### src/rtl/ptt_pkg.sv
`timescale 1ns/1ps
package ptt_pkg;
   // control word field positions (software decodes these)
   localparam int unsigned FLAG_BIT   = 31;
   localparam int unsigned RLDREQ_BIT = 30;
   localparam int unsigned IRQEN_BIT  = 29;
   localparam int unsigned RUNEN_BIT  = 28;
   localparam int unsigned VALUE_MAX  = 28;

   typedef struct packed {
      logic ctrl_wr;
      logic ack_wr;
   } ptt_strobe_t;
endpackage

### src/rtl/ptt_ctrl_regs.sv
`timescale 1ns/1ps
module ptt_ctrl_regs
   import ptt_pkg::*;
#(
   parameter int unsigned          DATA_W   = 32,
   parameter int unsigned          ADDR_W   = 8,
   parameter int unsigned          CNT_W    = 28,
   parameter logic [ADDR_W-1:0]    CTRL_OFS = 'h34,
   parameter logic [ADDR_W-1:0]    ACK_OFS  = 'h38,
   parameter bit                   SYNC_RD  = 1'b0
) (
   input  logic              clk,
   input  logic              rst_n,
   input  logic              bus_sel,
   input  logic              bus_wr,
   input  logic [ADDR_W-1:0] bus_addr,
   input  logic [DATA_W-1:0] bus_wdata,
   input  logic              flag,
   output ptt_strobe_t       strobe,
   output logic              irq_en,
   output logic              run,
   output logic              load,
   output logic [CNT_W-1:0]  load_val,
   output logic [CNT_W-1:0]  reload_val,
   output logic              ack_clr,
   output logic [DATA_W-1:0] rd_data
);
   localparam int unsigned STORE_W = DATA_W - 1;

   logic [STORE_W-1:0] ctrl_q;
   logic               hit_ctrl;
   logic               hit_ack;
   logic [DATA_W-1:0]  rd_word;
   logic               run_en;

   assign hit_ctrl       = bus_sel && (bus_addr == CTRL_OFS);
   assign hit_ack        = bus_sel && (bus_addr == ACK_OFS);
   assign strobe.ctrl_wr = hit_ctrl && bus_wr;
   assign strobe.ack_wr  = hit_ack && bus_wr;

   always_ff @(posedge clk) begin
      if (!rst_n) begin
         ctrl_q <= '0;
      end else if (strobe.ctrl_wr) begin
         ctrl_q <= bus_wdata[STORE_W-1:0];
      end
   end

   assign irq_en     = ctrl_q[IRQEN_BIT];
   assign run_en     = ctrl_q[RUNEN_BIT];
   assign reload_val = ctrl_q[CNT_W-1:0];
   assign run        = run_en && (reload_val != '0);

   // fresh start from written value, or restart from stored value when running
   assign load     = (strobe.ctrl_wr && bus_wdata[RUNEN_BIT]) ||
                     (strobe.ack_wr && bus_wdata[RLDREQ_BIT] && run_en);
   assign load_val = strobe.ctrl_wr ? bus_wdata[CNT_W-1:0] : reload_val;
   assign ack_clr  = strobe.ack_wr && bus_wdata[FLAG_BIT];

   always_comb begin
      rd_word = '0;
      if (hit_ctrl && !bus_wr) begin
         rd_word = {flag, ctrl_q};
      end
   end

   generate
      if (SYNC_RD) begin : g_rd_sync
         logic [DATA_W-1:0] rd_q;
         always_ff @(posedge clk) begin
            if (!rst_n) rd_q <= '0;
            else        rd_q <= rd_word;
         end
         assign rd_data = rd_q;
      end else begin : g_rd_comb
         assign rd_data = rd_word;
      end
   endgenerate
endmodule

### src/rtl/ptt_down_counter.sv
`timescale 1ns/1ps
module ptt_down_counter #(
   parameter int unsigned CNT_W = 28
) (
   input  logic             clk,
   input  logic             rst_n,
   input  logic             tick,
   input  logic             run,
   input  logic             load,
   input  logic             hold_off,
   input  logic [CNT_W-1:0] load_val,
   input  logic [CNT_W-1:0] reload_val,
   output logic             expire,
   output logic [CNT_W-1:0] count
);
   localparam logic [CNT_W-1:0] LAST = CNT_W'(1);

   logic [CNT_W-1:0] count_q;

   // a control write in the same cycle takes precedence over the last tick
   assign expire = run && tick && (count_q == LAST) && !hold_off;

   always_ff @(posedge clk) begin
      if (!rst_n) begin
         count_q <= '0;
      end else if (load) begin
         count_q <= load_val;
      end else if (expire) begin
         count_q <= reload_val;
      end else if (run && tick && (count_q != '0)) begin
         count_q <= count_q - LAST;
      end
   end

   assign count = count_q;
endmodule

### src/rtl/ptt_irq_flag.sv
`timescale 1ns/1ps
module ptt_irq_flag (
   input  logic clk,
   input  logic rst_n,
   input  logic expire,
   input  logic clr,
   input  logic irq_en,
   output logic flag,
   output logic irq
);
   logic flag_q;

   always_ff @(posedge clk) begin
      if (!rst_n) begin
         flag_q <= 1'b0;
      end else if (expire) begin
         flag_q <= 1'b1;
      end else if (clr) begin
         flag_q <= 1'b0;
      end
   end

   assign flag = flag_q;
   assign irq  = flag_q && irq_en;
endmodule

### src/rtl/periodic_tick_timer.sv
`timescale 1ns/1ps
module periodic_tick_timer
   import ptt_pkg::*;
#(
   parameter int unsigned       DATA_W   = 32,
   parameter int unsigned       ADDR_W   = 8,
   parameter int unsigned       CNT_W    = 28,
   parameter logic [ADDR_W-1:0] CTRL_OFS = 'h34,
   parameter logic [ADDR_W-1:0] ACK_OFS  = 'h38,
   parameter bit                SYNC_RD  = 1'b0
) (
   input  logic              clk,
   input  logic              rst_n,
   input  logic              tick_en,
   input  logic              bus_sel,
   input  logic              bus_wr,
   input  logic [ADDR_W-1:0] bus_addr,
   input  logic [DATA_W-1:0] bus_wdata,
   output logic [DATA_W-1:0] bus_rdata,
   output logic              irq
);
   generate
      if (DATA_W != 32) begin : g_bad_data_w
         $error("periodic_tick_timer: DATA_W must be 32");
      end
      if ((CNT_W < 2) || (CNT_W > VALUE_MAX)) begin : g_bad_cnt_w
         $error("periodic_tick_timer: CNT_W out of range");
      end
      if ((CTRL_OFS[1:0] != 2'b00) || (ACK_OFS[1:0] != 2'b00) || (CTRL_OFS == ACK_OFS)) begin : g_bad_ofs
         $error("periodic_tick_timer: offsets must be distinct and word aligned");
      end
   endgenerate

   ptt_strobe_t      strobe;
   logic             irq_en;
   logic             run;
   logic             load;
   logic [CNT_W-1:0] load_val;
   logic [CNT_W-1:0] reload_val;
   logic             ack_clr;
   logic             expire;
   logic [CNT_W-1:0] count;
   logic             flag;
   logic             ctrl_wr;

   assign ctrl_wr = strobe.ctrl_wr;

   ptt_ctrl_regs #(
      .DATA_W  (DATA_W),
      .ADDR_W  (ADDR_W),
      .CNT_W   (CNT_W),
      .CTRL_OFS(CTRL_OFS),
      .ACK_OFS (ACK_OFS),
      .SYNC_RD (SYNC_RD)
   ) regs_i (
      .clk       (clk),
      .rst_n     (rst_n),
      .bus_sel   (bus_sel),
      .bus_wr    (bus_wr),
      .bus_addr  (bus_addr),
      .bus_wdata (bus_wdata),
      .flag      (flag),
      .strobe    (strobe),
      .irq_en    (irq_en),
      .run       (run),
      .load      (load),
      .load_val  (load_val),
      .reload_val(reload_val),
      .ack_clr   (ack_clr),
      .rd_data   (bus_rdata)
   );

   ptt_down_counter #(
      .CNT_W(CNT_W)
   ) cnt_i (
      .clk       (clk),
      .rst_n     (rst_n),
      .tick      (tick_en),
      .run       (run),
      .load      (load),
      .hold_off  (ctrl_wr),
      .load_val  (load_val),
      .reload_val(reload_val),
      .expire    (expire),
      .count     (count)
   );

   ptt_irq_flag flag_i (
      .clk   (clk),
      .rst_n (rst_n),
      .expire(expire),
      .clr   (ack_clr),
      .irq_en(irq_en),
      .flag  (flag),
      .irq   (irq)
   );
endmodule

### config.mk
export PLATFORM = sky130hd
export DESIGN_NAME = periodic_tick_timer
export DESIGN_NICKNAME = d
export VERILOG_FILES = /design/src/rtl/ptt_pkg.sv /design/src/rtl/ptt_ctrl_regs.sv /design/src/rtl/ptt_down_counter.sv /design/src/rtl/ptt_irq_flag.sv /design/src/rtl/periodic_tick_timer.sv
export SDC_FILE = /design/constraint.sdc
export NUM_CORES = 1
export LEC_CHECK = 0
export CELL_PAD_IN_SITES_DETAIL_PLACEMENT = 1
export CELL_PAD_IN_SITES_GLOBAL_PLACEMENT = 2
export CORE_MARGIN = 2
export CORE_UTILIZATION = 32
export DETAILED_ROUTE_END_ITERATION = 10
export GPL_ROUTABILITY_DRIVEN = 1
export MAX_ROUTING_LAYER = met4
export PLACE_DENSITY = 0.95
export SYNTH_ARGS = -nofsm -noshare
export SYNTH_HDL_FRONTEND = slang
export SYNTH_SLANG_ARGS = --single-unit
### constraint.sdc
create_clock -name clk -period 6.25 [get_ports clk]
set_clock_uncertainty 0.2 [all_clocks]
set_input_delay 0.625 -clock clk [delete_from_list [all_inputs] [get_ports clk]]
set_output_delay 0.625 -clock clk [all_outputs]
set_load 0.005 [all_outputs]
==> results.toml <==
[clock_tree]
cts.sinks = 60
cts_tree = "yes"
htreeDepth = 3
root_buffer = "clkbuf_8"
cts.clk_slew.worst_paths_ns = 0.06
cts_buffers = 9
cts_hold_buffers = 0
post_cts.repair.setup_buffers = 0
ctsResizeCount = 0
clk_latency_ns = 0.33
cts_buffer_depth = 2

[drt]
first_pass_iters = 4
totalWireLength_mm = 10.18
drc = 0
avgViaCountPerCell = 5.297
ant_nets = 0
drtIter0Drc = 64
wl_per_cell_um = 17.17
num_vias = 3141

[sta]
rsz0062_at_grt = "no"
fin_tns_setup_ns = 0
worst_slew_pin_slew_ns = 1.157
fmax_mhz = 233.7
finalCritPeriodShare_pct = 68.46
period_needed_ns = 4.279
slew_viol_final = 0
holdWs_ns = 0.2636
finalHoldViolCount = 0
maxSlewHeadroom_pct = 22.78
finalSetupViolations = 0

[die]
die_h_um = 107.2
io_pins = 78
core_area_um2 = 10320
num_rows = 37
initial_core_util_pct = 32.99
dieWidth_um = 107.2
dieArea_um2 = 11480

[global_routing]
overflow = 0
grt_max_degree = 35
grt_pass1_wl_mm = 16.80
grtUsageTotal_pct = 19.06
grt_pass1_vias = 3366
antenna_found_initial = 0

[synthesis]
yosys_warnings = 0
syn_area_per_cell_um2 = 8.846
synth_edf_count = 0
async_flop_share_pct = 0
synthTopCellsByArea = "dfxtp_1, mux2i_1, and2_1"
synth_cell_type_count = 43
synth_top_area_share_pct = 35.27
synth_ff_type = "dfxtp_1"
synth_fp_nets = 433
synthCells = 385
synth_area_um2 = 3406
seq_area_frac_synth_pct = 35.27
synth_top_area_cell = "dfxtp_1"
ys_ff_latch = 60

[worst_setup_path]
critical_path.cell_chain = "clkdlybuf4s50_1 -> nor2b_1 -> nand3_1 -> nor3b_2 -> buf_4 -> and2_1 -> clkdlybuf4s50_1"
critPathLaunchType = "primary input"
end_kind = "output port"
critPathMaxStageDelay_ns = 0.69
cp_common_cell = "clkdlybuf4s50_1"
required_ns = 5.42
cp_max_fo = 17
crit_buf_inv = 3
critPathTopFamily = "simple AND/OR/NAND/NOR gates"
crit_type = "primary input to output port"
cp_slowest_cell = "nor3b_2"
crit_arrival_ns = 3.45

[power]
power.leakage_uw = 0.002071
report.power.total_uw = 773.1
vdd_drop_max_v = 0.00008848
powerDensity_nw_per_um2 = 173.4

[finish]
drive_gt1_share_pct = 5.908
area_growth_pct = 30.93
stdcell_area_um2 = 4459
fin_nets = 502
post-route-util_pct = 43.19
antenna_cells = 0

[hold_path]
holdCritPathClass = "flip-flop to flip-flop"

[job]
drv_cap = 0

[placed_design]
place_congestion = 0.8259
placement.io_buffers = 77
postPlaceCellArea_um2 = 4269
detailed_place_hpwl_mm = 7.124

[status]
status = "finished clean"
worst paths after layout:
| path | end | slack [ns] | start | cells after the start |
|---|---|---|---|---|
| setup / recovery | bus_rdata[12] | 1.97 | bus_addr[2] | 7 |
| hold / removal | regs_i.ctrl_q[30] | 0.26 | regs_i.ctrl_q[30] | 2 |
| setup reg to reg | cnt_i.count[1] | 3.47 | cnt_i.count[9] | 6 |
| hold reg to reg | regs_i.ctrl_q[30] | 0.26 | regs_i.ctrl_q[30] | 2 |
synthesized netlist by cell type, types with 6 or more instances:
library cell  number
nor4_1            10
nand2_1           36
and2_1            34
dfxtp_1           60
nor2_1            37
xor2_1            19
nand3_1            8
a21oi_1            7
nor3_1            16
o221ai_1          24
mux2i_1           53
buf_2              6
xnor2_1            7
clkbuf_1          11
registers in the layout (all words and copies together) (netlist names):
signal	count
regs_i.ctrl_q	31
cnt_i.count	28
flag_i.flag	1
cell usage in the layout (no fill, tap or decap), types with 4 or more instances in the layout:
cell type | netlist | final
mux2i_1 | 53 | 53
xnor2_1 | 7 | 7
xor2_1 | 19 | 19
nor2_1 | 37 | 37
nor3_1 | 16 | 16
clkbuf_8 | 0 | 11
clkdlybuf4s50_1 | 0 | 77
nand4_1 | 4 | 4
nand3_1 | 8 | 8
and2_1 | 34 | 34
o221ai_1 | 24 | 24
dfxtp_1 | 60 | 60
nand2_1 | 36 | 36
a21oi_1 | 7 | 7
nor4_1 | 10 | 10
nor4_2 | 4 | 4
o21ai_0 | 5 | 5
cell type report:
class	instances	area (µm²)
Fill cell	1199	5864
Clock inverter	2	35.03
Clock buffer	12	155.1
Sequential cell	60	1201
Multi-Input combinational cell	300	2093
Timing Repair Buffer	80	793.3
Tap cell	136	170.2
Inverter	3	11.26
worst min-delay path: stages, from the launching register on:
cell     delay (ns)
dfxtp_1        0.31
nand2_1        0.05
a21oi_1        0.06
per-layer routing:
layer	wire length, µm	track usage [%]	vias to the layer above	share of wire (%)
met2	4905	31.56	59	48
met4	275	8.813	0	2.7
met3	275	2.188	20	2.7
met5	0	-	-	0
met1	4724	23.23	1526	46
li1	-	-	1536	-
power breakdown:
| group | total (µW) | leakage [µW] | internal, µW | switching, µW |
|---|---|---|---|---|
| Combinational | 42.3 | 0.00149 | 26.7 | 15.7 |
| Sequential | 383 | 0.000483 | 382 | 0.156 |
| Clock | 348 | 0.0000983 | 201 | 147 |
| Total | 773 | 0.00207 | 610 | 163 |
per-stage QoR:
stage               cells  setup WS, ns
finish                593         1.971
CTS                   593         1.927
detailed placement    579         1.926
global route          593         1.676
global placement      579         2.130
floorplan             385         3.689
cells by family (layout without fill, tap and decap cells):
logic type | after synthesis | after routing | synth area share [%]
XOR/XNOR | 26 | 26 | 6.686
AND/OR/NAND/NOR | 170 | 170 | 26.71
flip-flops | 60 | 60 | 35.27
AO/OA/AOI/OAI | 48 | 48 | 11.24
multiplexers | 53 | 53 | 15.58
buffers and inverters | 25 | 97 | 3.417
adder cells (fa/ha/maj) | 3 | 3 | 1.102
Power figures use the tool's default switching activity.
